$ cat src/rtl/pdm_pkg.sv
package pdm_pkg;

   // Largest channel count the interleaved port supports.
   localparam int unsigned PDM_MAX_CH = 4;

   // Distance between neighbouring channel bits on the port word.
   localparam int unsigned PDM_STRIDE = 2;

   // Port bit driven by channel ch.
   function automatic int unsigned lane_bit(input int unsigned ch);
      return ch * PDM_STRIDE;
   endfunction

endpackage

$ cat src/rtl/pdm_tick_div.sv
module pdm_tick_div #(
   parameter int unsigned DIV = 163
) (
   input  logic clk_i,
   input  logic rst_ni,
   output logic tick_o
);
   localparam int unsigned CNT_W = (DIV > 1) ? $clog2(DIV) : 1;
   localparam logic [CNT_W-1:0] LAST = CNT_W'(DIV - 1);

   if (DIV < 2) begin : g_bad_div
      $error("pdm_tick_div: DIV must be at least 2");
   end

   logic [CNT_W-1:0] cnt_q;

   assign tick_o = (cnt_q == LAST);

   always_ff @(posedge clk_i or negedge rst_ni) begin
      if (!rst_ni) begin
         cnt_q <= '0;
      end else if (tick_o) begin
         cnt_q <= '0;
      end else begin
         cnt_q <= cnt_q + 1'b1;
      end
   end

   // the count never leaves its window
   a_r2_cnt_range: assert property (@(posedge clk_i) disable iff (!rst_ni)
      cnt_q <= LAST);

   // a tick restarts the period
   a_r2_restart: assert property (@(posedge clk_i) disable iff (!rst_ni)
      tick_o |=> !tick_o);

endmodule

$ cat src/rtl/pdm_channel.sv
module pdm_channel #(
   parameter int unsigned DW = 8
) (
   input  logic          clk_i,
   input  logic          rst_ni,
   input  logic          tick_i,
   input  logic          wr_hit_i,
   input  logic [DW-1:0] wr_data_i,
   output logic          carry_o
);
   if (DW < 1) begin : g_bad_dw
      $error("pdm_channel: DW must be at least 1");
   end

   logic [DW-1:0] duty_q;
   logic [DW-1:0] acc_q;
   logic [DW:0]   sum_w;

   assign sum_w   = {1'b0, acc_q} + {1'b0, duty_q};
   assign carry_o = sum_w[DW];

   // Duty register: a write at a tick edge is seen from the next tick on.
   always_ff @(posedge clk_i or negedge rst_ni) begin
      if (!rst_ni) begin
         duty_q <= '0;
      end else if (wr_hit_i) begin
         duty_q <= wr_data_i;
      end
   end

   // Phase accumulator advances only on ticks.
   always_ff @(posedge clk_i or negedge rst_ni) begin
      if (!rst_ni) begin
         acc_q <= '0;
      end else if (tick_i) begin
         acc_q <= sum_w[DW-1:0];
      end
   end

   // phase frozen between ticks, writes included
   a_r3_acc_hold: assert property (@(posedge clk_i) disable iff (!rst_ni)
      !tick_i |=> $stable(acc_q));

   // zero duty never carries
   a_r4_zero_low: assert property (@(posedge clk_i) disable iff (!rst_ni)
      (duty_q == '0) |-> !carry_o);

   // a selected write lands in the duty register
   a_r6_write_lands: assert property (@(posedge clk_i) disable iff (!rst_ni)
      wr_hit_i |=> (duty_q == $past(wr_data_i)));

   // no write, no change of duty
   a_r6_duty_hold: assert property (@(posedge clk_i) disable iff (!rst_ni)
      !wr_hit_i |=> $stable(duty_q));

endmodule

$ cat src/rtl/pdm_port_pack.sv
module pdm_port_pack #(
   parameter int unsigned NUM_CH = 4,
   parameter int unsigned PORT_W = 8
) (
   input  logic              clk_i,
   input  logic              rst_ni,
   input  logic              tick_i,
   input  logic [NUM_CH-1:0] carry_i,
   output logic [PORT_W-1:0] port_o,
   output logic              strobe_o
);
   if (PORT_W < pdm_pkg::PDM_STRIDE * NUM_CH) begin : g_bad_w
      $error("pdm_port_pack: PORT_W too small for NUM_CH lanes");
   end

   function automatic logic [PORT_W-1:0] odd_mask();
      logic [PORT_W-1:0] m;
      m = '0;
      for (int i = 0; i < int'(PORT_W); i++) begin
         if ((i % 2) == 1) m[i] = 1'b1;
      end
      return m;
   endfunction

   localparam logic [PORT_W-1:0] ODD_MASK = odd_mask();

   logic [PORT_W-1:0] port_next;
   logic [PORT_W-1:0] port_q;
   logic              strobe_q;

   // Rebuilt from a cleared word every tick.
   always_comb begin
      port_next = '0;
      for (int c = 0; c < int'(NUM_CH); c++) begin
         port_next[pdm_pkg::lane_bit(c)] = carry_i[c];
      end
   end

   always_ff @(posedge clk_i or negedge rst_ni) begin
      if (!rst_ni) begin
         port_q   <= '0;
         strobe_q <= 1'b0;
      end else begin
         strobe_q <= tick_i;
         if (tick_i) begin
            port_q <= port_next;
         end
      end
   end

   assign port_o   = port_q;
   assign strobe_o = strobe_q;

   // odd lanes stay low
   a_r5_odd_low: assert property (@(posedge clk_i) disable iff (!rst_ni)
      (port_q & ODD_MASK) == '0);

   // port only moves on a tick
   a_r5_port_hold: assert property (@(posedge clk_i) disable iff (!rst_ni)
      !tick_i |=> $stable(port_q));

   // strobe lasts a single cycle
   a_r2_strobe_single: assert property (@(posedge clk_i) disable iff (!rst_ni)
      strobe_q |=> !strobe_q);

endmodule

$ cat src/rtl/pdm_dac_bank.sv
module pdm_dac_bank #(
   parameter int unsigned NUM_CH   = 4,
   parameter int unsigned DUTY_W   = 8,
   parameter int unsigned TICK_DIV = 163,
   parameter int unsigned ADDR_W   = 2,
   localparam int unsigned PORT_W  = pdm_pkg::PDM_STRIDE * NUM_CH
) (
   input  logic              clk_i,
   input  logic              rst_ni,
   input  logic              wr_en_i,
   input  logic [ADDR_W-1:0] wr_addr_i,
   input  logic [DUTY_W-1:0] wr_data_i,
   output logic              tick_o,
   output logic [PORT_W-1:0] port_o
);
   if (NUM_CH < 1 || NUM_CH > pdm_pkg::PDM_MAX_CH) begin : g_bad_ch
      $error("pdm_dac_bank: NUM_CH must be 1..4");
   end
   if ((2 ** ADDR_W) < NUM_CH) begin : g_bad_addr
      $error("pdm_dac_bank: ADDR_W cannot select every channel");
   end

   logic              tick_w;
   logic [NUM_CH-1:0] carry_w;
   logic [NUM_CH-1:0] hit_w;

   pdm_tick_div #(.DIV(TICK_DIV)) u_div (
      .clk_i  (clk_i),
      .rst_ni (rst_ni),
      .tick_o (tick_w)
   );

   for (genvar c = 0; c < NUM_CH; c++) begin : g_ch
      assign hit_w[c] = wr_en_i && (wr_addr_i == ADDR_W'(c));

      pdm_channel #(.DW(DUTY_W)) u_ch (
         .clk_i     (clk_i),
         .rst_ni    (rst_ni),
         .tick_i    (tick_w),
         .wr_hit_i  (hit_w[c]),
         .wr_data_i (wr_data_i),
         .carry_o   (carry_w[c])
      );
   end

   pdm_port_pack #(.NUM_CH(NUM_CH), .PORT_W(PORT_W)) u_pack (
      .clk_i    (clk_i),
      .rst_ni   (rst_ni),
      .tick_i   (tick_w),
      .carry_i  (carry_w),
      .port_o   (port_o),
      .strobe_o (tick_o)
   );

   // at most one channel takes a write
   a_r6_one_hit: assert property (@(posedge clk_i) disable iff (!rst_ni)
      $onehot0(hit_w));

   // the strobe follows the internal tick by one register
   a_r2_strobe_follows: assert property (@(posedge clk_i) disable iff (!rst_ni)
      tick_w |=> tick_o);

endmodule

$ cat config.mk
export PLATFORM = sky130hd
export DESIGN_NAME = pdm_dac_bank
export DESIGN_NICKNAME = d
export VERILOG_FILES = /design/src/rtl/pdm_pkg.sv /design/src/rtl/pdm_tick_div.sv /design/src/rtl/pdm_channel.sv /design/src/rtl/pdm_port_pack.sv /design/src/rtl/pdm_dac_bank.sv
export SDC_FILE = /design/constraint.sdc
export NUM_CORES = 1
export LEC_CHECK = 0
export ABC_AREA = 1
export BUFFER_PORTS_ARGS = -buffer_cell sky130_fd_sc_hd__buf_4
export CORE_ASPECT_RATIO = 0.8
export CORE_MARGIN = 1.5
export CORE_UTILIZATION = 55
export CTS_BUF_LIST = sky130_fd_sc_hd__clkbuf_16
export CTS_CLUSTER_DIAMETER = 120
export DETAILED_ROUTE_END_ITERATION = 8
export PLACE_DENSITY = 0.73
export SLEW_MARGIN = 10
export SYNTH_ARGS = -nofsm -noshare
export SYNTH_HDL_FRONTEND = slang
export SYNTH_SLANG_ARGS = --single-unit
export TNS_END_PERCENT = 100
$ cat constraint.sdc
create_clock -name clk_i -period 2 [get_ports clk_i]
set_clock_uncertainty 0.1 [all_clocks]
set_input_delay 0.4 -clock clk_i [delete_from_list [all_inputs] [get_ports clk_i]]
set_output_delay 0.4 -clock clk_i [all_outputs]
set_load 0.005 [all_outputs]
==> metrics.json <==
{
  "synthesis": {
    "yosys_register_bits": 77,
    "synth_cells": 540,
    "syn-cell-area_um2": 4330,
    "synth-seq-area-share": 0.445,
    "syn_area_per_cell_um2": 8.02,
    "ys_warn_count": 0,
    "synth.distinct_cells": 26
  },
  "sta": {
    "fin_crit_sh": 0.938,
    "finalWorstPathRequiredPeriod_ns": 1.88,
    "setup_violations": 0,
    "timing_worst_slew_pin_value_ns": 0.695,
    "worst_hold_slack_ns": 0.310,
    "rsz0062_at_grt": "no",
    "timing.max_slew.rel_slack": 0.536,
    "maxSlewViolCount": 0,
    "hold_violation_total_from_the_final_report": 0,
    "fmax_mhz": 533,
    "setup_total_negative_slack_ns": 0,
    "timing.final.ws_setup_ns": 0.123
  },
  "critical_path": {
    "worst_path_arrival_ns": 1.99,
    "timing.setup.critical_path_class": "reg2reg",
    "endpoint_kind": "register",
    "crit-reg2reg-launch": "g_ch[0].u_ch.acc_q[0]",
    "worst-r2r-setup-slack_ns": 0.12,
    "reg2reg_depth": 8,
    "path_max_fanout": 3,
    "critical_path_required_ns": 2.11,
    "critPathLaunchType": "register",
    "rr_endpoint": "u_pack.port_o[0]"
  },
  "final_layout": {
    "post_route_cells_drive_above_1_share": 0.0795,
    "layout.nets": 612,
    "area_delta_synth_final_pct": 11.9,
    "mostFrequentLayoutCell": "nand2_1",
    "post_layout_cell_count": 671,
    "antenna_cells": 0,
    "final_cell_mix": "nand2_1, dfrtp_1, inv_1"
  },
  "global_route": {
    "grtUsageTotal": 0.234,
    "grt_pass1_wl_um": 14900,
    "first_global_vias": 3203,
    "maximum_number_of_pins_on_one_net_before_global_route_repair": 40,
    "grt-ovfl-total": 0,
    "grt_antenna_before_repair": 0
  },
  "pwr": {
    "design_power_total_mw": 3.81,
    "pd_cells_nw_per_um2": 785,
    "comb_power_share": 0.121,
    "p_int_mw": 2.81,
    "share_clk_of_total_power": 0.422,
    "max-vdd-ir-drop_v": 0.000485,
    "power_switching_share": 0.263,
    "p_switching_mw": 1.00,
    "proportion_of_power_drawn_by_flip_flops_and_latches": 0.457,
    "leakage_power_of_the_design_nw": 2.69
  },
  "routing": {
    "post-route-drc-count": 0,
    "wl_per_cell_um": 13.1,
    "drt.antenna.violating_nets": 0,
    "drt-met1-wl_um": 4500,
    "highest-signal-layer": "met4",
    "route.vias.total": 3406,
    "dr.first_iter.drc_count": 213,
    "dr_wl_met3_um": 317,
    "wl_um": 8820,
    "routed_via_density": 5.08,
    "first_pass_iters": 4,
    "met2WireLength_um": 3930
  },
  "clocking": {
    "cts_inserted_buffers": 9,
    "clock_insertion_delay_worst_skew_ns": 0.34,
    "tritoncts_clock_tree": "yes",
    "root_buffer": "clkbuf_16",
    "clkTransAtPathRegs_ns": 0.06,
    "tritoncts_num_sinks": 77,
    "cts.path.max_buffers": 2,
    "postCtsSetupRepairBufs": 0,
    "postCtsResizedCells": 0,
    "cts_hold_buffers": 1,
    "htree_levels": 3
  },
  "status": {
    "status": "finished, final reports clean"
  },
  "die": {
    "die_w_um": 102,
    "die_span_in_y_um": 82.4,
    "floorplan.initialDensity": 0.578,
    "die-area_um2": 8420,
    "rows": 28,
    "boundaryPins": 22,
    "coreArea_um2": 7500
  },
  "min_path": {
    "min_delay_worst_endpoint": "g_ch[0].u_ch.duty_q[4]",
    "hold-path-cell-count": 3,
    "hold_path.class": "in2reg",
    "worstHoldStart": "wr_data_i[4]"
  },
  "placement": {
    "place_congestion": 0.841,
    "place.detailed.hpwl_um": 6100,
    "placedCellCount": 654,
    "buffer_ports.inserted": 17,
    "detailedPlace.worstSlack_ns": 0.203
  },
  "job": {
    "maxCapViolCount": 0
  }
}
-- power groups by stage --
| stage | registers (mW) | logic, mW | clock network, mW |
|---|---|---|---|
| CTS | 1.74 | 0.465 | 1.63 |
| floorplan | 1.74 | 0.332 | 0 |
| global placement | 1.76 | 0.437 | 0 |
| finish | 1.74 | 0.462 | 1.61 |
| detailed placement | 1.76 | 0.455 | 0 |
| global route | 1.75 | 0.539 | 1.69 |
-- per-stage QoR --
stage	utilization	instance area (um^2)
2_1_floorplan	-	4340
3_3_place_gp	0.606	4540
3_5_place_dp	0.606	4540
4_1_cts	0.647	4850
5_1_grt	0.647	4850
6_report	0.647	4850
-- cell type report --
type                       count  area, um^2
tap                          105         131
timing repair buffer          23         188
fill                         648        2650
sequential                    77        1930
clock buffer                   9         225
multi-input combinational    394        2100
clock inverter                 7        67.6
inverter                      56         210
-- critical path, stage by stage (launching register included) --
cell and delay (ns):
dfrtp_1 0.38, ha_1 0.23, fa_1 0.41, nand2_1 0.09
nand2_1 0.09, nand3b_1 0.15, nor2_1 0.05, o21ai_0 0.17
nand2_1 0.09
-- sequential cells by signal, indices dropped and copies added, names as in the netlist --
signal and flops:
u_pack.strobe_o 1, g_ch.u_ch.acc_q 32, u_pack.port_o 4, g_ch.u_ch.duty_q 32
u_div.cnt_q 8
-- logic make-up after synthesis --
family	count (synthesis)	synth area share
simple gates	280	0.274
flops	77	0.445
other cells	1	0.000866
xor+xnor	7	0.0142
compound gates	65	0.0766
buf+inv	72	0.0731
fa+ha+maj	38	0.117
-- synth_stat cells (all sizes together) --
library cell / count / share of area
nand2: 182 / 0.16
dfrtp: 77 / 0.44
inv: 56 / 0.049
nand3: 44 / 0.051
o21ai: 43 / 0.050
ha: 34 / 0.098
nor2: 31 / 0.027
a21oi: 18 / 0.021
buf: 12 / 0.021
nand3b: 12 / 0.021
or2: 7 / 0.010
clkbuf: 4 / 0.0035
fa: 4 / 0.018
xor2: 4 / 0.0081
a31oi: 3 / 0.0043
xnor2: 3 / 0.0061
nand4: 2 / 0.0029
and2: 1 / 0.0014
conb: 1 / 0.00087
nor3: 1 / 0.0023
o31ai: 1 / 0.0017
-- metal layers --
layer,GRT usage,up-vias
met5,0,-
met4,0.0603,0
met3,0.0631,7
met2,0.374,52
met1,0.318,1582
li1,-,1765
-- how the worst max path moves through the flow --
stage	cells past startpoint	startpoint	end
global route	8	g_ch[2].u_ch.acc_q[0]	u_pack.port_o[4]
global placement	8	g_ch[1].u_ch.acc_q[0]	u_pack.port_o[2]
floorplan	8	g_ch[0].u_ch.acc_q[0]	u_pack.port_o[0]
detailed placement	8	g_ch[0].u_ch.acc_q[0]	u_pack.port_o[0]
CTS	7	u_div.cnt_q[0]	u_div.cnt_q[7]
finish	8	g_ch[0].u_ch.acc_q[0]	u_pack.port_o[0]
No activity file was read; power rests on OpenSTA's default activity.
